### src/rtl/sram_emu_pkg.sv
package sram_emu_pkg;

    localparam int ADDR_W = 19;
    localparam int DATA_W = 8;

    typedef enum logic [1:0] {
        MODE_STANDBY = 2'd0,
        MODE_OUT_OFF = 2'd1,
        MODE_READ    = 2'd2,
        MODE_WRITE   = 2'd3
    } bus_mode_e;

    typedef struct packed {
        logic              sel_n;
        logic              rd_en_n;
        logic              wr_n;
        logic              ctl_drv;
        logic [ADDR_W-1:0] addr;
        logic [DATA_W-1:0] data;
    } pin_sample_t;

    typedef struct packed {
        bus_mode_e         mode;
        logic [ADDR_W-1:0] addr;
        logic [DATA_W-1:0] data;
    } held_sample_t;

    typedef struct packed {
        logic              valid;
        logic [ADDR_W-1:0] addr;
        logic [DATA_W-1:0] data;
    } commit_t;

    localparam pin_sample_t IDLE_PINS = '{
        sel_n:   1'b1,
        rd_en_n: 1'b1,
        wr_n:    1'b1,
        ctl_drv: 1'b0,
        addr:    '0,
        data:    '0
    };

    localparam held_sample_t IDLE_HELD = '{
        mode: MODE_STANDBY,
        addr: '0,
        data: '0
    };

    // Chip select dominates, then write enable, then output enable.
    function automatic bus_mode_e decode_mode(input logic sel_n,
                                              input logic wr_n,
                                              input logic rd_en_n);
        bus_mode_e m;
        if (sel_n)
            m = MODE_STANDBY;
        else if (!wr_n)
            m = MODE_WRITE;
        else if (rd_en_n)
            m = MODE_OUT_OFF;
        else
            m = MODE_READ;
        return m;
    endfunction

endpackage

### src/rtl/sram_out_ctrl.sv
module sram_out_ctrl
    import sram_emu_pkg::*;
(
    input  logic              clk,
    input  logic              rst,
    input  bus_mode_e         cur_mode_i,
    input  logic              cur_drv_i,
    input  logic [DATA_W-1:0] rd_data_i,
    output logic [DATA_W-1:0] rdata_o,
    output logic              oe_o,
    output logic              clash_o
);

    logic [DATA_W-1:0] data_q;
    logic              oe_q;
    logic              clash_q;
    logic              driving;

    assign driving = (cur_mode_i == MODE_READ);

    always_ff @(posedge clk) begin
        if (rst) begin
            data_q  <= '0;
            oe_q    <= 1'b0;
            clash_q <= 1'b0;
        end else begin
            data_q  <= driving ? rd_data_i : '0;
            oe_q    <= driving;
            clash_q <= driving && cur_drv_i;
        end
    end

    assign rdata_o = data_q;
    assign oe_o    = oe_q;
    assign clash_o = clash_q;

    // standby keeps the driver off
    a_r2_standby_off: assert property (@(posedge clk) disable iff (rst)
        cur_mode_i == MODE_STANDBY |=> !oe_o);

    // output-disabled read keeps the driver off
    a_r4_disabled_off: assert property (@(posedge clk) disable iff (rst)
        cur_mode_i == MODE_OUT_OFF |=> !oe_o);

    // write mode keeps the driver off
    a_r5_write_off: assert property (@(posedge clk) disable iff (rst)
        cur_mode_i == MODE_WRITE |=> !oe_o);

    // a clash needs the emulated driver on
    a_r10_clash_needs_oe: assert property (@(posedge clk) disable iff (rst)
        clash_o |-> oe_o);

    // no data shows while the driver is off
    a_r11_quiet_data: assert property (@(posedge clk) disable iff (rst)
        !oe_o |-> rdata_o == '0);

endmodule

### config.mk
export PLATFORM = sky130hd
export DESIGN_NAME = sram_out_ctrl
export DESIGN_NICKNAME = d
export VERILOG_FILES = /design/src/rtl/sram_emu_pkg.sv /design/src/rtl/sram_out_ctrl.sv
export SDC_FILE = /design/constraint.sdc
export NUM_CORES = 1
export LEC_CHECK = 0
export CELL_PAD_IN_SITES_DETAIL_PLACEMENT = 2
export CELL_PAD_IN_SITES_GLOBAL_PLACEMENT = 2
export CORE_MARGIN = 5
export CORE_UTILIZATION = 20
export DETAILED_ROUTE_END_ITERATION = 12
export PLACE_DENSITY_LB_ADDON = 0.08
export SETUP_SLACK_MARGIN = 0.4
export SYNTH_ARGS = -nofsm -noshare
export SYNTH_HDL_FRONTEND = slang
export SYNTH_SLANG_ARGS = --single-unit
### constraint.sdc
create_clock -name clk -period 1.1 [get_ports clk]
set_input_delay 0.22 -clock clk [delete_from_list [all_inputs] [get_ports clk]]
set_output_delay 0.22 -clock clk [all_outputs]
set_load 0.01 [all_outputs]
==> impl_metrics.ini, run 1 <==
[global_route]
grt_max_degree = 11
overflow = 0
grt_pass1_vias = 379
antenna_found_initial = 0
grt_usage_pct = 8.86
grt_pass1_wl_mm = 1.73

[clocking]
cts_buffers = 3
postCtsSetupRepairBufs = 0
cts_root_buffer = clkbuf_4
cts.sinks = 10
cts_tree = done
h-tree-depth = 1
path_clk_slew_ps = 70
cts.path.max_buffers = 2

[synth]
yosys.cell_types.count = 3
synth_nets = 33
synth-seq-cells = 10
synthCells = 20
synth_top_cell_area_share_pct = 62.5
yosysTopAreaCell = dfxtp_1
syn_area_per_cell_um2 = 16.0
yosysWarnings = 0
netlist_area_um2 = 320
ys_seq_area_share_pct = 62.5
synth_area_leaders = dfxtp_1 (63%), and4bb_2 (35%), nor3b_1 (2.3%)

[setup_path]
cp.arrival_ps = 690
worst-setup-path-type = flop to primary output
cp_slowest_cell = dfxtp_2
worstPathBufferInverterCount = 1
cp_cell_sequence = buf_6
cp-start-kind = flop
cp_top_family = flip-flops
required_ps = 880
critPathCaptureType = primary output
crit_path_start = rdata_o[1]
cp_slowest_stage_delay_ps = 320
crit_fanout = 1

[cells_and_area]
layout-area-overhead-vs-synth_pct = 79.3
drive_gt1_share_pct = 65.2
diodes = 0
finish.utilization_pct = 38.1
fin_nets = 60
final_common_cell = and4bb_2
mostFrequentLayoutCells = and4bb_2 (9), clkdlybuf4s50_1 (7)

[power_and_ir_drop]
ir_worst_vdd_mv = 0.621
p_leak_nw = 0.258
p_per_area_nw_per_um2 = 1370

[floorplan]
die-height_um = 50.0
die_w_um = 50.0
core_area_um2 = 1510
initial_core_util_pct = 21.3
rows = 14
io_pins = 23
die_area_um2 = 2500

[route]
ant_nets = 0
drt-vias-per-instance = 4.58
drt_iter0_drc = 1
firstDrtPassIters = 2
avgRoutedWirePerCell_um = 15.9
drc = 0
routed_wirelength_um = 983
dr_total_vias = 284

[min_path]
hp-class = primary input to flop
hold_start = cur_mode_i[0]

[timing]
setup_viol = 0
drv_slew = 0
slew_headroom_pct = 81.6
hold_slack_ps = 245
hold_viol = 0
tightest_slew_ps = 277
fin_setup_tns_ps = 0
period_share_pct = 83.0
fmax_mhz = 1090
period_needed_ps = 913
rsz0062_at_grt = true

[placement]
io_buffer_count = 22
routabilityCongestion = 0.591

[flow_run]
cap_violations = 0

[status]
status = complete, no violations
-- layer usage --
metal / track usage, % / part of all wire (%) / wire length [µm]
met5: 0 / 0 / 0
met4: 1.31 / 0 / 0
met3: 6.02 / 12 / 122
met2: 14.4 / 48 / 471
met1: 9.55 / 40 / 389
-- timing repair --
action / in CTS / in global routing
hold buffers: 0 / 0
gates resized for setup: 48 / 11
setup endpoints to repair: 20 / 19
-- final timing paths --
| path | to | cells after the start | slack (ps) |
|---|---|---|---|
| worst max-delay path | rdata_o[1] | 1 | 190 |
| worst min-delay path | oe_o | 2 | 250 |
-- state kept, by name (all words and copies together), names as in the netlist --
signal	count
rdata_o	8
clash_o	1
oe_o	1
-- logic make-up after synthesis --
group / after synthesis / share of synthesized area (%)
DFF: 10 / 62.5
and+or+nand+nor: 10 / 37.5
-- cell type report --
| class | instances | area, µm² |
|---|---|---|
| flip-flops and latches | 10 | 206 |
| multi-input cells | 10 | 120 |
| clock buffers | 4 | 36.3 |
| well taps | 16 | 20.0 |
| fillers | 164 | 932 |
| repair buffers | 22 | 191 |
-- cell usage after synthesis --
cell,instances
dfxtp_1,10
and4bb_2,9
nor3b_1,1
-- per-stage QoR --
step / instance area (µm²) / instances / power, W / worst slack (ps)
after floorplan: 320 / 20 / 0.000405 / 549
after global placement: 561 / 58 / 0.000476 / -129
after global routing: 574 / 62 / 0.000831 / 146
after CTS: 552 / 62 / 0.000800 / 162
after detailed placement: 561 / 58 / 0.000481 / -164
final: 574 / 62 / 0.000788 / 187
-- power by group --
part | leakage (nW) | total, W | internal [W] | switching [W]
combinational | 0.153 | 0.0000850 | 0.0000569 | 0.0000282
sequential | 0.0837 | 0.000377 | 0.000373 | 0.00000352
clock | 0.0210 | 0.000327 | 0.000201 | 0.000126
total | 0.258 | 0.000788 | 0.000630 | 0.000158
Power figures use the tool's default switching activity.
==> run 2: changes to the inputs <==
CORE_UTILIZATION = 16   (was 20)
clock period = 0.8 ns   (was 1.1 ns; I/O delays follow)
==> run 2 against run 1 <==
Net effect: the flow now finishes with violations (setup timing); critical path depth unchanged; via count decreased by 6.0%; flip-flop and latch count unchanged; design area increased by 8.3%; sequential share of layout area decreased by 1.7 points; global-route usage decreased by 1.4 points; die area increased by 20%; non-clock buffer count unchanged; count of clock-buffer cells in the layout decreased by 1; critical endpoint is now clash_o.
==> impl_metrics.ini, run 2 (synthesis results as in run 1) <==
[power_and_ir_drop]
p_sw_w = 0.000187
pwr-share-seq_pct = 54.4
p_leak_nw = 0.257
power_switching_share_pct = 19.5
p_comb_share_pct = 12.8
pwr-share-clk_pct = 32.8
p_per_area_nw_per_um2 = 1540
p_total_w = 0.000958
ir_worst_vdd_mv = 0.819
internal_power_w = 0.000771

[setup_path]
critPathCaptureType = primary output
cp_slowest_cell = dfxtp_2
worstPathBufferInverterCount = 1
cp-start-kind = flop
cp_cell_sequence = buf_6
required_ps = 640
worst-setup-path-type = flop to primary output
crit_fanout = 1
cp_top_family = flip-flops
cp_slowest_stage_delay_ps = 320
cp.arrival_ps = 680

[clocking]
cts.sinks = 10
h-tree-depth = 1
postCtsSetupRepairBufs = 0
cts_root_buffer = clkbuf_4
cts_buffers = 3
cts_tree = done
cts.path.max_buffers = 2
path_clk_slew_ps = 60

[placement]
routabilityCongestion = 0.605
hpwl_um = 694
io_buffer_count = 22

[floorplan]
core_area_um2 = 1940
die-height_um = 54.7
rows = 16
die_w_um = 54.7
initial_core_util_pct = 16.5
die_area_um2 = 3000
io_pins = 23

[route]
firstDrtPassIters = 1
drt-vias-per-instance = 3.71
dr_total_vias = 267
drt_iter0_drc = 0
drc = 0
avgRoutedWirePerCell_um = 12.3
ant_nets = 0
routed_wirelength_um = 882

[timing]
fmax_mhz = 1190
period_needed_ps = 842
setup_ws_ps = -42.2
tightest_slew_ps = 113
setup_viol = 10
slew_headroom_pct = 92.5
period_share_pct = 105
drv_slew = 0
hold_slack_ps = 90.6
hold_viol = 0
rsz0062_at_grt = true

[cells_and_area]
layout-area-overhead-vs-synth_pct = 94.1
final_common_cell = buf_6
fin_nets = 60
mostFrequentLayoutCells = buf_6 (12), dfxtp_2 (10), and4bb_2 (9), clkdlybuf4s15_1 (8), clkbuf_4 (3)
fillers = 210
largest_reg_flops = 8
drive_gt1_share_pct = 82.2
diodes = 0

[status]
violations = setup timing
status = finished with violations

[flow_run]
cap_violations = 0

[global_route]
grt_max_degree = 11
antenna_found_initial = 0
grt_pass1_wl_mm = 1.44
grt_usage_pct = 7.43
overflow = 0
grt_pass1_vias = 346

[min_path]
hp-class = primary input to flop
[run 2: layout make-up]
cell class | count | area, µm² | share of cell area, %
repair buffers | 22 | 228 | 36.6
flip-flops and latches | 10 | 213 | 34.2
multi-input cells | 10 | 125 | 20.1
well taps | 27 | 33.8 | 5.43
clock buffers | 3 | 22.5 | 3.62
[run 2: power by group through the flow]
stage                     Sequential, W  Clock (W)  Combinational, W
after global placement         0.000528          0          0.000129
after floorplan                0.000537          0         0.0000223
after detailed placement       0.000529          0          0.000133
after global routing           0.000522   0.000368          0.000134
final                          0.000521   0.000315          0.000122
after CTS                      0.000521   0.000344          0.000120
[run 2: stage by stage]
step | area [µm²] | util [%] | TNS (ps) | worst slack, ps | instances
floorplan | 333 | - | 0 | 317 | 20
global placement | 587 | 30.2 | -5310 | -366 | 69
detailed placement | 587 | 30.2 | -5610 | -398 | 69
CTS | 612 | 31.5 | -541 | -63.3 | 72
global route | 622 | 32.0 | -707 | -78.1 | 72
finish | 622 | 32.0 | -364 | -42.2 | 72
[run 2: worst paths after layout]
kind / slack (ps) / to / depth (start not counted) / startpoint
worst min-delay path: 90 / oe_o / 2 / cur_mode_i[0]
worst max-delay path: -40 / clash_o / 1 / clash_o
[run 2: layer usage]
metal,global-route usage [%],routed length [µm],part of all wire (%)
met1,6.70,282,32
met2,13.2,486,55
met3,5.72,113,13
met4,1.24,0,0
met5,0,0,0
[run 2: what timing repair did]
item                                    4_1_cts  5_1_grt
resized for setup                            84        6
pin swaps                                     0        1
endpoints found under the setup margin       20       17
hold buffers                                  0        0
==> run 3: changes to the inputs <==
CORE_UTILIZATION = 18   (was 16)
clock period = 0.88 ns   (was 0.8 ns; I/O delays follow)
==> run 3 against run 2 <==
Net effect: the flow now finishes without violations; combinational power is 18% lower; sequential power is 9.2% lower; design area is 2.4% lower; utilization is 3.5 points higher; power is 3.6% higher; sequential share of layout area is 0.85 points higher; count of clock-buffer cells in the layout is 1 higher; flip-flop and latch count stayed put; clock power is 33% higher; die area is 9.1% lower; critical endpoint is now rdata_o[6].
==> impl_metrics.ini, run 3 (synthesis results as in run 1) <==
[setup_path]
crit_fanout = 1
cp_top_family = flip-flops
cp_slowest_stage_delay_ps = 320
cp_slowest_cell = dfxtp_2
worst-setup-path-type = flop to primary output
cp_cell_sequence = buf_6
cp-start-kind = flop
worstPathBufferInverterCount = 1
critPathCaptureType = primary output
cp.arrival_ps = 690
required_ps = 700

[route]
drt_iter0_drc = 1
routed.top_layer = met3
ant_nets = 0
avgRoutedWirePerCell_um = 12.7
drt-vias-per-instance = 3.90
dr_wl_met2_um = 471
m1WireLength_um = 364
dr_wl_met3_um = 64
firstDrtPassIters = 2
drc = 0
routed_wirelength_um = 901
dr_total_vias = 277

[cells_and_area]
layout-area-overhead-vs-synth_pct = 89.5
finish.utilization_pct = 35.5
drive_gt1_share_pct = 78.3
instances_no_fill = 71
diodes = 0
mostFrequentLayoutCells = dfxtp_2 (10), buf_6 (10), and4bb_2 (9), dlygate4sd2_1 (9)
fin_nets = 60
finalInstanceArea_um2 = 607
largest_reg_flops = 8

[floorplan]
die_area_um2 = 2720
initial_core_util_pct = 18.8
rows = 15
io_pins = 23
die-height_um = 52.2
core_area_um2 = 1710
die_w_um = 52.2

[timing]
setup_viol = 0
period_share_pct = 98.7
period_needed_ps = 868
fmax_mhz = 1150
fin_setup_tns_ps = 0
tightest_slew_ps = 156
slew_headroom_pct = 89.6
rsz0062_at_grt = true
drv_slew = 0
hold_viol = 0
hold_slack_ps = 185

[clocking]
ctsHoldBuffers = 0
cts.path.max_buffers = 2
cts_buffers = 3
h-tree-depth = 1
cts.sinks = 10
cts_tree = done
path_clk_slew_ps = 70
cts_root_buffer = clkbuf_4
postCtsSetupRepairBufs = 0

[global_route]
grt_usage_pct = 7.73
grt_max_degree = 11
grt_pass1_wl_mm = 1.46
antenna_found_initial = 0
overflow = 0
grt_pass1_vias = 353

[status]
status = complete, no violations

[placement]
place_inst = 67
post_dp_cell_area_um2 = 584
routabilityCongestion = 0.636
io_buffer_count = 22

[power_and_ir_drop]
p_leak_nw = 0.264
p_per_area_nw_per_um2 = 1640
ir_worst_vdd_mv = 0.606

[flow_run]
cap_violations = 0

[min_path]
hp-class = primary input to flop
## run 3: repair_timing
item,4_1_cts,5_1_grt
endpoints found under the setup margin,20,10
gates cloned,0,0
gates resized for setup,74,0
## run 3: path summary, 6_finish.rpt
check / from / to / slack, ps / depth (start not counted)
max: rdata_o[6] / rdata_o[6] / 10 / 1
min: rst / oe_o / 190 / 2
## run 3: routing by layer
metal | GRT usage, % | vias to the layer above
li1 | - | 132
met2 | 12.3 | 13
met4 | 3.83 | 0
met1 | 8.68 | 132
met5 | 0 | -
met3 | 3.42 | 0
## run 3: final cells by class
type                    instances  area (µm²)
multi-input cells              10         120
repair buffers                 22         206
fillers                       183        1100
flip-flops and latches         10         213
well taps                      25        31.3
clock buffers                   4        36.3
## run 3: report_power, final
group | total, W | internal (W) | switching [W]
Combinational | 0.0000999 | 0.0000652 | 0.0000348
Clock | 0.000420 | 0.000251 | 0.000169
Sequential | 0.000473 | 0.000467 | 0.00000537
## run 3: metrics by stage
stage / total power (W) / setup WS (ps)
final: 0.000993 / 11.6
after global placement: 0.000596 / -305
after global routing: 0.00104 / -21.5
after detailed placement: 0.000602 / -343
after CTS: 0.00101 / -3.19
after floorplan: 0.000508 / 381
